===== config.mk =====
export PLATFORM = sky130hd
export DESIGN_NAME = tob_frame_packer
export DESIGN_NICKNAME = d
export VERILOG_FILES = /design/src/rtl/tfp_pkg.sv /design/src/rtl/tfp_rst_sync.sv /design/src/rtl/tfp_frame_seq.sv /design/src/rtl/tfp_lane_bank.sv /design/src/rtl/tob_frame_packer.sv
export SDC_FILE = /design/constraint.sdc
export NUM_CORES = 1
export LEC_CHECK = 0
export ABC_AREA = 1
export BUFFER_PORTS_ARGS = -buffer_cell sky130_fd_sc_hd__buf_2
export CORE_MARGIN = 5
export CORE_UTILIZATION = 30
export CTS_BUF_LIST = sky130_fd_sc_hd__clkbuf_2 sky130_fd_sc_hd__clkbuf_4 sky130_fd_sc_hd__clkbuf_8
export DETAILED_ROUTE_END_ITERATION = 10
export GPL_TIMING_DRIVEN = 0
export MAX_ROUTING_LAYER = met4
export PLACE_DENSITY_LB_ADDON = 0.05
export SETUP_SLACK_MARGIN = 0.2
export SLEW_MARGIN = 10
export SYNTH_ARGS = -nofsm -noshare
export SYNTH_HDL_FRONTEND = slang
export SYNTH_SLANG_ARGS = --single-unit
export TNS_END_PERCENT = 1

===== constraint.sdc =====
create_clock -name clk -period 37 [get_ports clk]
set_input_delay 1.85 -clock clk [delete_from_list [all_inputs] [get_ports clk]]
set_output_delay 1.85 -clock clk [all_outputs]
set_load 0.005 [all_outputs]

===== src/rtl/tfp_pkg.sv =====
`timescale 1ns/1ps
package tfp_pkg;
  localparam int unsigned TFP_WORD_W    = 32;
  localparam int unsigned TFP_FRAME_LEN = 7;
  localparam int unsigned TFP_KEEP      = 6;
  localparam int unsigned TFP_XING_W    = 7;
  localparam int unsigned TFP_ERR_W     = 4;

  // record layout: {tag, error, mask, words}
  function automatic int unsigned tfp_rec_w(input int unsigned word_w,
                                            input int unsigned keep,
                                            input int unsigned xing_w,
                                            input int unsigned err_w);
    return xing_w + err_w + keep + keep * word_w;
  endfunction
endpackage


===== src/rtl/tfp_rst_sync.sv =====
`timescale 1ns/1ps
module tfp_rst_sync #(
  parameter int unsigned STAGES = 2
) (
  input  logic clk,
  input  logic rst_n,
  output logic rst_core_n
);
  logic [STAGES-1:0] chain_q;

  always_ff @(posedge clk or negedge rst_n) begin
    if (!rst_n) begin
      chain_q <= '0;
    end else begin
      chain_q <= {chain_q[STAGES-2:0], 1'b1};
    end
  end

  assign rst_core_n = chain_q[STAGES-1];
endmodule


===== src/rtl/tfp_frame_seq.sv =====
`timescale 1ns/1ps
module tfp_frame_seq #(
  parameter int unsigned FRAME_LEN = 7,
  parameter int unsigned KEEP      = 6
) (
  input  logic            clk,
  input  logic            rst_n,
  input  logic            sync_i,
  output logic [KEEP-1:0] lane_we_o,
  output logic            hdr_we_o,
  output logic            publish_o,
  output logic            frame_err_o
);
  localparam int unsigned        IDX_W    = $clog2(FRAME_LEN);
  localparam logic [IDX_W-1:0]   LAST_IDX = IDX_W'(FRAME_LEN - 1);
  localparam logic [IDX_W-1:0]   NEXT_IDX = IDX_W'(1);

  logic             active_q, active_d;
  logic [IDX_W-1:0] idx_q, idx_d;
  logic             err_q, err_d;
  logic             last_word;

  assign last_word = active_q && !sync_i && (idx_q == LAST_IDX);

  // next-state logic
  always_comb begin
    active_d  = active_q;
    idx_d     = idx_q;
    err_d     = err_q;
    hdr_we_o  = 1'b0;
    publish_o = 1'b0;
    if (sync_i) begin
      err_d    = err_q | active_q;
      active_d = 1'b1;
      idx_d    = NEXT_IDX;
      hdr_we_o = 1'b1;
    end else if (active_q) begin
      if (last_word) begin
        active_d  = 1'b0;
        idx_d     = '0;
        publish_o = 1'b1;
      end else begin
        idx_d = idx_q + NEXT_IDX;
      end
    end
  end

  // lane write enables, one per kept word
  for (genvar k = 0; k < KEEP; k++) begin : g_we
    if (k == 0) begin : g_first
      assign lane_we_o[k] = sync_i;
    end else begin : g_rest
      assign lane_we_o[k] = active_q && !sync_i && (idx_q == IDX_W'(k));
    end
  end

  // state registers
  always_ff @(posedge clk or negedge rst_n) begin
    if (!rst_n) begin
      active_q <= 1'b0;
      idx_q    <= '0;
      err_q    <= 1'b0;
    end else begin
      active_q <= active_d;
      idx_q    <= idx_d;
      err_q    <= err_d;
    end
  end

  assign frame_err_o = err_q;
endmodule


===== src/rtl/tfp_lane_bank.sv =====
`timescale 1ns/1ps
module tfp_lane_bank #(
  parameter int unsigned WORD_W = 32,
  parameter int unsigned KEEP   = 6,
  parameter int unsigned XING_W = 7,
  parameter int unsigned ERR_W  = 4
) (
  input  logic                   clk,
  input  logic                   rst_n,
  input  logic [KEEP-1:0]        lane_we_i,
  input  logic                   hdr_we_i,
  input  logic [WORD_W-1:0]      word_i,
  input  logic                   vld_i,
  input  logic [XING_W-1:0]      xing_i,
  input  logic [ERR_W-1:0]       err_i,
  output logic [KEEP*WORD_W-1:0] data_o,
  output logic [KEEP-1:0]        mask_o,
  output logic [XING_W-1:0]      xing_o,
  output logic [ERR_W-1:0]       err_o
);
  for (genvar k = 0; k < KEEP; k++) begin : g_lane
    logic [WORD_W-1:0] data_q;
    logic              vld_q;

    always_ff @(posedge clk or negedge rst_n) begin
      if (!rst_n) begin
        data_q <= '0;
        vld_q  <= 1'b0;
      end else if (lane_we_i[k]) begin
        data_q <= word_i;
        vld_q  <= vld_i;
      end
    end

    assign data_o[k*WORD_W +: WORD_W] = data_q;
    assign mask_o[k]                  = vld_q;
  end

  logic [XING_W-1:0] xing_q;
  logic [ERR_W-1:0]  err_q;

  always_ff @(posedge clk or negedge rst_n) begin
    if (!rst_n) begin
      xing_q <= '0;
      err_q  <= '0;
    end else if (hdr_we_i) begin
      xing_q <= xing_i;
      err_q  <= err_i;
    end
  end

  assign xing_o = xing_q;
  assign err_o  = err_q;
endmodule


===== src/rtl/tob_frame_packer.sv =====
`timescale 1ns/1ps
module tob_frame_packer #(
  parameter int unsigned WORD_W    = tfp_pkg::TFP_WORD_W,
  parameter int unsigned FRAME_LEN = tfp_pkg::TFP_FRAME_LEN,
  parameter int unsigned KEEP      = tfp_pkg::TFP_KEEP,
  parameter int unsigned XING_W    = tfp_pkg::TFP_XING_W,
  parameter int unsigned ERR_W     = tfp_pkg::TFP_ERR_W,
  parameter int unsigned REC_W     = tfp_pkg::tfp_rec_w(WORD_W, KEEP, XING_W, ERR_W)
) (
  input  logic              clk,
  input  logic              rst_n,
  input  logic              sync_i,
  input  logic [WORD_W-1:0] word_i,
  input  logic              word_vld_i,
  input  logic [XING_W-1:0] xing_i,
  input  logic [ERR_W-1:0]  err_i,
  output logic [REC_W-1:0]  rec_o,
  output logic              rec_rdy_o,
  output logic              frame_err_o
);
  logic                   rst_core_n;
  logic [KEEP-1:0]        lane_we;
  logic                   hdr_we;
  logic                   publish;
  logic [KEEP*WORD_W-1:0] stage_data;
  logic [KEEP-1:0]        stage_mask;
  logic [XING_W-1:0]      stage_xing;
  logic [ERR_W-1:0]       stage_err;
  logic [REC_W-1:0]       rec_d, rec_q;
  logic                   rdy_q;

  tfp_rst_sync #(.STAGES(2)) u_rst (
    .clk        (clk),
    .rst_n      (rst_n),
    .rst_core_n (rst_core_n)
  );

  tfp_frame_seq #(.FRAME_LEN(FRAME_LEN), .KEEP(KEEP)) u_seq (
    .clk         (clk),
    .rst_n       (rst_core_n),
    .sync_i      (sync_i),
    .lane_we_o   (lane_we),
    .hdr_we_o    (hdr_we),
    .publish_o   (publish),
    .frame_err_o (frame_err_o)
  );

  tfp_lane_bank #(.WORD_W(WORD_W), .KEEP(KEEP), .XING_W(XING_W), .ERR_W(ERR_W)) u_bank (
    .clk       (clk),
    .rst_n     (rst_core_n),
    .lane_we_i (lane_we),
    .hdr_we_i  (hdr_we),
    .word_i    (word_i),
    .vld_i     (word_vld_i),
    .xing_i    (xing_i),
    .err_i     (err_i),
    .data_o    (stage_data),
    .mask_o    (stage_mask),
    .xing_o    (stage_xing),
    .err_o     (stage_err)
  );

  always_comb begin
    rec_d = {stage_xing, stage_err, stage_mask, stage_data};
  end

  always_ff @(posedge clk or negedge rst_core_n) begin
    if (!rst_core_n) begin
      rec_q <= '0;
      rdy_q <= 1'b0;
    end else begin
      rdy_q <= publish;
      if (publish) begin
        rec_q <= rec_d;
      end
    end
  end

  assign rec_o     = rec_q;
  assign rec_rdy_o = rdy_q;
endmodule


Yosys cells after proc, flatten, opt, wreduce, memory -nomap -nowiden:

Cells that the tools add are included.

* bitwise gates (word level): 1
* mux-type cells: 10
* multiply operators: 0
* equal/unequal tests: 6
* add/sub/neg operators: 1
* divide/modulo/power cells: 0
* reduce and logical (&&, ||, !) cells: 9
* order comparisons: 0
* shift-type cells: 0

Operator list (count)
* equality test 3 bit, second input constant: 3
* 2-to-1 mux 3 bit: 3
* logical AND 1 bit: 7
* 2-to-1 mux 1 bit: 7
* equality test 3 x 2 -> 1 bit, second input constant: 2
* adder 3 x 1 -> 3 bit, second input constant: 1
* equality test 3 x 1 -> 1 bit, second input constant: 1
* nonzero test 2 bit: 1
* zero test 1 bit: 1
* OR 1 bit: 1

* bits in writable memories: 0
* memories kept: 0
* logic and storage cells: 47
* input bits: 47
* bits in read-only memories: 0
* bits in latches: 0
* bits in registers: 426

Depth between registers and ports, before layout:

Gate-level depths: netlist (run 1).

* word-level depth: 6
* mapped depth: 10

Modules after synthesis:

Synthesis (run 1) repeated with hierarchy kept, for this count alone.

* cell total of the unflattened synthesis: 1822
* area, all modules: 16625.9 um2

Modules (own cells, without submodules)
* tfp_lane_bank: times used 1, area an instance 8348.0 um2, sequential area each 5230.0 um2, cells each 893
* tob_frame_packer: times used 1, area an instance 7871.3 um2, sequential area each 5255.0 um2, cells each 884
* tfp_frame_seq: times used 1, area an instance 352.8 um2, sequential area each 125.1 um2, cells each 42
* tfp_rst_sync: times used 1, area an instance 53.8 um2, sequential area each 50.0 um2, cells each 3

Worst setup path after synthesis (run 1):

OpenSTA, ideal clock, no wires.

* kind: input port to flip-flop
* start: input port sync_i
* end: register u_bank.g_lane[5].data_q[17]
* stages: 8
* setup time: 0.130 ns
* data required time: 36.870 ns
* slack: 34.172 ns
* data arrival time: 2.697 ns
* path buffers: 4
* cell sequence: buf_4 nor2_4 buf_6 nand2_2 buf_6 buf_2 nand2_1 o21ai_1

* word-level cells in the longest chain between the ends: 3

RTL lines
* start, declared: RTL line tob_frame_packer.sv:12 `input logic sync_i,`
* zero test 1 bit: RTL line tfp_frame_seq.sv:53 `assign lane_we_o[k] = active_q && !sync_i && (idx_q == IDX_W'(k));`
* logical AND 1 bit (2 in series): RTL line tfp_frame_seq.sv:53
* end signal, assigned: RTL line tfp_lane_bank.sv:30 `data_q <= word_i;`
* end, declared: RTL line tfp_lane_bank.sv:22 `logic [WORD_W-1:0] data_q;`

No other way between the ends.
A chain may end at the register's enable or synchronous reset.

Worst setup path after layout (run 1):

* start: register rec_q[81], in the netlist rec_o[81]
* end: output port rec_o[81]

RTL lines
* start, declared: RTL line tob_frame_packer.sv:29 `logic [REC_W-1:0] rec_d, rec_q;`
* start signal, assigned: RTL line tob_frame_packer.sv:74 `rec_q <= rec_d;`
* end, declared: RTL line tob_frame_packer.sv:17 `output logic [REC_W-1:0] rec_o,`

No word-level cell between the ends.

==> results of run 1 <==
-- per-stage QoR --
step	power (mW)	area, um^2	cells	hold slack, ps
finish	1.38	20100	2800	278
global route	1.48	20100	2799	317
CTS	1.41	20100	2799	298
detailed placement	0.934	18500	2667	293
global placement	0.926	18300	2659	336
floorplan	0.812	16100	1707	331
-- final timing paths --
| check | from | end | slack, ps | cells past startpoint |
|---|---|---|---|---|
| max | rec_o[81] | rec_o[81] | 33900 | 1 |
| min | u_rst.chain_q[1] | rec_o[29] | 280 | 0 |
| max reg2reg | u_seq.idx_q[0] | rec_o[67] | 35050 | 10 |
| min reg2reg | u_rst.chain_q[1] | rec_o[29] | 280 | 0 |
| max in group asynchronous | u_rst.chain_q[1] | rec_o[140] | 35450 | 3 |
| min in group clk | u_rst.chain_q[0] | u_rst.chain_q[1] | 360 | 0 |
-- cells by family after synthesis --
family                   Yosys count
AND/OR/NAND/NOR                  897
adder cells (fa/ha/maj)            5
other                              1
AO/OA/AOI/OAI                    192
buffers and inverters            186
flip-flops                       426
-- final cells by class --
cell class | count | area, um^2
antenna | 1 | 2.50
buffer | 98 | 633
clock buffer | 123 | 1540
clock inverter | 9 | 51.3
fill | 5640 | 33500
inverter | 88 | 330
multi-input combinational | 1095 | 4510
sequential | 426 | 10700
tap | 696 | 871
timing repair buffer | 264 | 1500
-- flip-flops by register name, summed over array words and instances, names as in the netlist --
signal	count
u_bank.xing_o	7
rec_o	209
u_seq.idx_q	3
u_seq.active_q	1
u_bank.err_o	4
u_seq.frame_err_o	1
rec_rdy_o	1
u_bank.g_lane.data_q	192
u_bank.g_lane.vld_q	6
u_rst.chain_q	2
-- power breakdown --
part	leakage, nW	internal (mW)	switching [mW]	total, mW
combinational	4.87	0.104	0.130	0.233
clock	0.852	0.261	0.196	0.458
sequential	5.57	0.607	0.0795	0.687
total	11.3	0.973	0.405	1.38
-- cells in the final DEF, fill, tap and decap left out, drive strengths merged --
cell	instances
nand2	825
dfrtp	426
buf	338
o21ai	190
clkbuf	147
inv	89
nand3	68
clkinv	7
ha	5
nor2	3
diode	1
a21oi	1
o21bai	1
nand3b	1
clkinvlp	1
conb	1
-- routing by layer --
metal  up-vias  wire length, um
met5         -                0
met4         0              796
met3        60             2970
met2       285            23800
met1      6040            23300
li1       6005                -
==> run metrics, run 1 <==
outcome=finished clean; setup slack after placement=33,680 ps; Synth area leaders=dfrtp_1 66%, nand2_1 19%, o21ai_0 4.2%; sequential-to-total area share from yosys stat=66.1%; final wirelength=50,900 um; Setup Buffers After CTS=0; Crit-path slowest cell=dfrtp_1; crit-path leading delay family=flip-flops; top-area cell type share of the netlist area=66.1%; combinational family with the most area after synthesis=simple AND/OR/NAND/NOR gates; MaxCap Viol Count=0; clk_lat worst skew=650 ps; Nets=2,104; CP endpoint kind=output pin; Initial Util=30.1%; Worst EP required=35,150 ps; Ys Warns=0; Max Root-Sink Buffers=3; ANT nets after route=0; htree depth=3; Synth area leader=dfrtp_1; hold_buf cts=0; #FFs+latches synth=426; first-pass GRT wire length=80,000 um; worst rel slew slack=58.8%; Die Area=58,500 um^2; Buf+Inv Stages, Crit Path=1; TritonCTS clock tree=built; worst-margin pin slew=619 ps; worst hold path type=reg -> async; Worst Skew=25.0 ps; Core Rows=85; fmax=0.323 GHz; mux cell area share after synthesis=0%; input/output buffers=256; Chip Width=242 um; CTS Buf Count=79; Async S/R FF share, synth=100%; post-CTS sizing=0; adder-cell area share of the yosys netlist=0.388%; gr usage total=18.0%; gpl congestion=0.774; global route overflow=0; Post-synth EDFFs=0; Clock Sinks=426; Die Height=242 um; Layout Utilization=37.5%; crit-path cells=buf_2; Max IR drop VDD=21.8 uV; final worst path period need=3100 ps; delay of the slowest critical-path stage=440 ps; commonest cells in the synthesized netlist=820 x nand2_1, 426 x dfrtp_1, 135 x o21ai_0; met3 Usage GRT=4.57%; pwr/cell area=68.6 nW/um^2; CTS clk-pin slew, worst paths=50 ps; layout cell share with drive strength beyond 1=22.9%; Distinct cells, synth=19; syn_area_per_cell=9.45 um^2; DRT Pass-1 Iters=5; setup_tns=0 ps; RSZ-0062 raised after global routing=no; final hold violations=0; root buf cell=clkbuf_8; fin worst setup slack=33,900 ps; syn nets=1,759; final setup fails=0; met1 Use GR=23.6%; num ports=258; GRT met2 Usage=28.0%; XOR/XNOR share of the synthesized area=0%; Mapped Cells=1,707; total number of vias=12.4k; fin crit share=8.37%; vias per cell=4.43; kind of critical path=reg -> out; crit-path max FO=2; antenna violations before repair=0; top-count cell post-synth=nand2_1; Netlist Area Pre-Place=16,100 um^2; Layout area overhead=24.6%; crit path DAT=1250 ps; Leakage Power=11.3 nW; Simple-Gate Fraction of Synth Area=21.6%; Compound-Gate Fraction of Synth Area=5.97%; drt initial violations=775; drt drc=0; Critical Path Start Type=flip-flop; vias in the first global route=13.0k; post-DR wirelength/cell=18.2 um; Final Max Slew Viols=0; Placeable Area=53,600 um^2; DP HPWL=37,200 um; top_reg_cell synth=dfrtp_1; largest net degree at the start of global routing=61; GRT Max-Usage Layer=met2
Note: power is estimated with default switching activity, not from simulation.
==> run 2, diff against run 1 <==
==> constraint.sdc (replaced) <==
create_clock -name clk -period 2.9 [get_ports clk]
set_input_delay 0.145 -clock clk [delete_from_list [all_inputs] [get_ports clk]]
set_output_delay 0.145 -clock clk [all_outputs]
set_load 0.005 [all_outputs]
==> run metrics, run 2 (same netlist as run 1, synthesis figures left out) <==
outcome=finished clean; num ports=258 (unchanged); RSZ-0062 raised after global routing=no; internal power=12.7 mW (+1200%); clock network fraction of total power=34.4% (+1.2 points); gpl congestion=0.782 (+1.0%); final setup fails=0 (unchanged); CTS Buf Count=80 (+1.3%); placed insts=2,667 (unchanged); ANT nets after route=0 (unchanged); fmax=0.489 GHz; post-CTS sizing=0 (unchanged); Nets=2,151 (+2.2%); CP endpoint=rec_o[166]; largest net degree at the start of global routing=58 (-4.9%); P_sw=5.25 mW (+1200%); max FFs per register=209 (unchanged); Leakage Power=11.6 nW (+2.3%); input/output buffers=256 (unchanged); Max IR drop VDD=303 uV (+1300%); Die Height=242 um (unchanged); Critical Path Start Type=flip-flop; Final Max Slew Viols=0 (unchanged); uppermost routed layer=met4; Net Sw Frac=29.2% (-0.19 points); DRT Pass-1 Iters=4 (-1); root buf cell=clkbuf_8; reg2reg start=u_rst.chain_q[1]; Layout area overhead=28.2%; CP endpoint kind=asynchronous set/reset pin; WL met3=3150 um (+5.9%); total number of vias=12.4k (unchanged); TritonCTS clock tree=built; Worst Skew=25.0 ps (-0.0628 ps); Initial Util=30.1% (unchanged); worst-margin pin slew=711 ps (+92.0 ps); Combinational Power Share=16.8% (about the same); final worst path period need=2050 ps; Crit. Startpoint=u_rst.chain_q[1]; setup_tns=0 ps (unchanged); pwr/cell area=869 nW/um^2 (+1200%); R2R setup slack=850 ps (-34,200 ps); htree depth=3 (unchanged); Worst R2R Path Depth=4 (-6); Core Rows=85 (unchanged); kind of critical path=reg -> async; Placeable Area=53,600 um^2 (unchanged); final hold violations=0 (unchanged); clk_lat worst skew=640 ps (about the same); Max Root-Sink Buffers=3 (unchanged); vias per cell=4.34 (-1.9%); CTS clk-pin slew, worst paths=60 ps (about the same); hold_buf cts=46 (+46); layout cell share with drive strength beyond 1=22.7% (-0.20 points); routed length on met2=23,700 um (-0.27%); fin crit share=70.6%; first-pass GRT wire length=79,900 um (about the same); most common cell after layout, fill and taps aside=nand2_1; drt initial violations=657 (-15%); Clock Sinks=426 (unchanged); global route overflow=0 (unchanged); Setup Buffers After CTS=0 (unchanged); Seq pwr share=48.8% (-1.0 points); Non-Filler Instances=2,854 (+1.9%); DP HPWL=37,200 um (about the same); antenna violations before repair=1 (+1); Die Area=58,500 um^2 (unchanged); vias in the first global route=13.1k (+0.84%); commonest cells after routing, fill and taps aside=820 x nand2_1, 425 x dfrtp_1, 297 x buf_2; crit-path max FO=57 (+55); Layout Utilization=38.6% (+1.1 points); wl on met1=23,500 um (+0.85%); r2r endpoint=rec_o[166]; Chip Width=242 um (unchanged); gr usage total=18.0% (about the same); crit path DAT=2840 ps (+1590 ps); post-DR wirelength/cell=18.0 um (-1.2%); MaxCap Viol Count=0 (unchanged); fillers=5,589 (-0.90%); worst hold path type=in -> reg; final wirelength=51,300 um (+0.75%); worst rel slew slack=52.6% (-6.1 points); Worst EP required=3690 ps (-31,460 ps); drt drc=0 (unchanged)
run 2: final cells by class:
cell class | instances | area (um^2) | share of cell area, %
Multi-Input combinational cell | 1095 | 4510 | 21.8
Timing Repair Buffer | 310 | 1960 | 9.48
Clock inverter | 7 | 43.8 | 0.212
Clock buffer | 133 | 1670 | 8.06
Antenna cell | 1 | 2.50 | 0.0121
Sequential cell | 426 | 10700 | 51.6
Buffer | 98 | 633 | 3.06
Inverter | 88 | 330 | 1.60
Tap cell | 696 | 871 | 4.21
run 2: per-layer routing:
metal / GRT usage (%) / vias to the layer above
met5: - / -
met4: 5.00 / 0
met3: 4.42 / 63
met2: 28.1 / 289
met1: 23.7 / 5941
li1: - / 6097
run 2: how the worst min path moves through the flow:
stage                                        endpoint  slack (ps)  startpoint  cells after the start
after floorplan                      u_rst.chain_q[0]        -150       rst_n                      0
after global placement               u_rst.chain_q[0]         -70       rst_n                      1
after detailed placement             u_rst.chain_q[0]         -70       rst_n                      1
after CTS                            u_bank.xing_o[5]          60      sync_i                      4
after global routing      u_bank.g_lane[0].data_q[26]         150      sync_i                      4
final                                u_bank.xing_o[5]         120      sync_i                      4
run 2: worst max-delay path: stages, from the launching register on:
cell	delay, ps
dfrtp_4	890
buf_16	340
buf_16	290
buf_16	270
buf_16	290
run 2: power by group through the flow:
stage	Sequential (mW)	Clock [mW]	Combinational [mW]
floorplan	8.74	0	1.60
global placement	8.94	0	2.85
detailed placement	8.87	0	3.04
CTS	8.79	6.42	3.11
global route	8.99	6.71	3.54
finish	8.76	6.19	3.02
run 2: per-stage QoR:
stage               power (mW)  setup WS (ps)  instance area (um^2)  hold slack, ps
finish                    18.0            854                 20700             120
CTS                       18.3            740                 20700            64.4
global route              19.2            545                 20700             155
detailed placement        11.9            743                 18500           -67.6
floorplan                 10.3          -1280                 16100            -151
global placement          11.8          -3250                 18300           -67.4
==> run 3, diff against run 2 <==
==> constraint.sdc (replaced) <==
create_clock -name clk -period 1.9 [get_ports clk]
set_input_delay 0.095 -clock clk [delete_from_list [all_inputs] [get_ports clk]]
set_output_delay 0.095 -clock clk [all_outputs]
set_load 0.005 [all_outputs]
==> run metrics, run 3 (same netlist as run 1, synthesis figures left out) <==
Worst R2R Path Depth=10 (+6); crit-path max FO=10 (-82%); Worst Skew=27.2 ps (+2.22 ps); input/output buffers=256 (unchanged); Pwr Total=27.5 mW (+53%); total number of vias=12.4k (+0.42%); r2r endpoint=rec_o[109]; final setup fails=0 (unchanged); Die Area=58,500 um^2 (unchanged); Final Max Slew Viols=0 (unchanged); Placeable Area=53,600 um^2 (unchanged); pwr/cell area=1320 nW/um^2 (+52%); R2R setup slack=180 ps (-680 ps); placed cell area=18,500 um^2 (unchanged); clk_lat worst skew=640 ps (about the same); root buf cell=clkbuf_8; vias in the first global route=13.2k (+0.21%); outcome=finished clean; gpl congestion=0.782 (unchanged); Chip Width=242 um (unchanged); DRT Pass-1 Iters=5 (+1); largest net degree at the start of global routing=58 (unchanged); max FFs per register=209 (unchanged); MaxCap Viol Count=0 (unchanged); DP HPWL=37,200 um (unchanged); worst rel slew slack=57.6% (+5.0 points); Initial Util=30.1% (unchanged); kind of critical path=reg -> reg; num ports=258 (unchanged); worst hold path type=in -> reg; CTS Buf Count=80 (unchanged); Sequential Area=10,700 um^2 (unchanged); final worst path period need=1720 ps (-323 ps); crit-path most repeated cell=inv_2; first-pass GRT wire length=80,500 um (+0.70%); post-DR wirelength/cell=18.1 um (+1.0%); drt initial violations=626 (-4.7%); CP endpoint kind=flip-flop; Critical Path Start Type=flip-flop; final wirelength=51,900 um (+1.2%); Max Root-Sink Buffers=3 (unchanged); RSZ-0062 raised after global routing=yes; most common cell after layout, fill and taps aside=nand2_1; TritonCTS clock tree=built; crit-path cells=inv_2, ha_1, nand2_2, inv_2, nand2_2, inv_2, buf_6, clkbuf_4, nand2_1, nand2_1; antenna violations before repair=1 (unchanged); crit path DAT=2290 ps (-550 ps); Core Rows=85 (unchanged); final instance area=20,900 um^2 (+0.84%); Layout area overhead=29.3%; drt drc=0 (unchanged); CTS clk-pin slew, worst paths=60 ps (about the same); Max IR drop VDD=460 uV (+52%); layout cell share with drive strength beyond 1=23.3% (+0.61 points); htree depth=3 (unchanged); Die Height=242 um (unchanged); delay of the slowest critical-path stage=430 ps (-460 ps); final hold violations=0 (unchanged); global route overflow=0 (unchanged); Leakage Power=11.6 nW (+0.65%); Worst EP required=2470 ps (-1220 ps); ANT nets after route=0 (unchanged); fmax=0.580 GHz (+19%); CP endpoint=rec_o[109]; Clock Sinks=426 (unchanged); Nets=2,155 (+0.19%); Crit-path slowest cell=dfrtp_1; area of the multi-input gates=4520 um^2 (+0.28%); reg2reg start=u_seq.idx_q[0]; gr usage total=18.2% (+0.18 points); fillers=5,580 (-0.16%); fin crit share=90.7% (+20 points); worst-margin pin slew=636 ps (-75.0 ps); vias per cell=4.35 (+0.28%); commonest cells after routing, fill and taps aside=819 x nand2_1, 425 x dfrtp_1, 275 x buf_2; Crit. Startpoint=u_seq.idx_q[0]
==> run 3: cell types whose count changed in the layout (fill, tap and decap cells not counted), moves of 3 or more <==
| cell | delta |
|---|---|
| clkbuf_4 | +7 |
| buf_8 | +3 |
| clkbuf_1 | -8 |
| buf_4 | +9 |
| buf_6 | +5 |
| clkbuf_2 | +8 |
| buf_2 | -22 |
==> run 3: how the worst min path moves through the flow <==
stage | start | cells past startpoint | to
2_1_floorplan | rst_n | 0 | u_rst.chain_q[0]
3_3_place_gp | rst_n | 1 | u_rst.chain_q[0]
3_5_place_dp | rst_n | 1 | u_rst.chain_q[0]
4_1_cts | sync_i | 4 | u_bank.xing_o[5]
5_1_grt | sync_i | 4 | u_bank.g_lane[0].data_q[26]
6_report | sync_i | 4 | u_bank.xing_o[5]
==> run 3: per-layer routing <==
layer	wire [um]	GRT usage, %	up-vias
li1	-	-	6116
met1	24000	24.0	5982
met2	24000	28.3	278
met3	2970	4.41	66
met4	878	5.04	0
met5	0	-	-
==> run 3: per-stage QoR <==
stage	hold WS [ps]	util, %	setup TNS, ps	instances	worst slack, ps
after global routing	105	38.9	0	2858	82.7
after floorplan	-201	-	-964850	1707	-2280
final	74.6	38.9	0	2858	177
after global placement	-117	34.1	-1765470	2659	-4250
after CTS	14.4	38.7	0	2856	48.5
after detailed placement	-118	34.5	-18500	2667	-257
==> run 3: timing repair <==
item                                   CTS  global route
setup endpoints to repair              376           358
setup buffers                            3             1
resized for setup                       12            46
hold buffers                            46             0
endpoints found under the hold margin  211             0
==> run 3: cell type report <==
cell class              count  share of cell area (%)
well taps                 696                    4.17
diodes                      1                  0.0120
plain buffers              98                    3.57
clock inverters             7                   0.210
inverters                  88                    1.58
multi-input cells        1095                    21.7
flip-flops and latches    426                    51.1
repair buffers            314                    9.65
clock buffers             133                    8.00
==> run 3: power by group <==
part / leakage (nW) / internal, mW / switching (mW) / total, mW
clock: 0.915 / 5.51 / 3.93 / 9.44
sequential: 5.57 / 11.8 / 1.54 / 13.4
combinational: 5.14 / 2.11 / 2.57 / 4.67
total: 11.6 / 19.4 / 8.03 / 27.5
==> run 3: critical path, delay by kind of cell, from the launching register on <==
kind / cells / cell delay (ps)
buffers and inverters: 5 / 690
DFF: 1 / 430
and+or+nand+nor: 4 / 350
adders and majority gates: 1 / 190
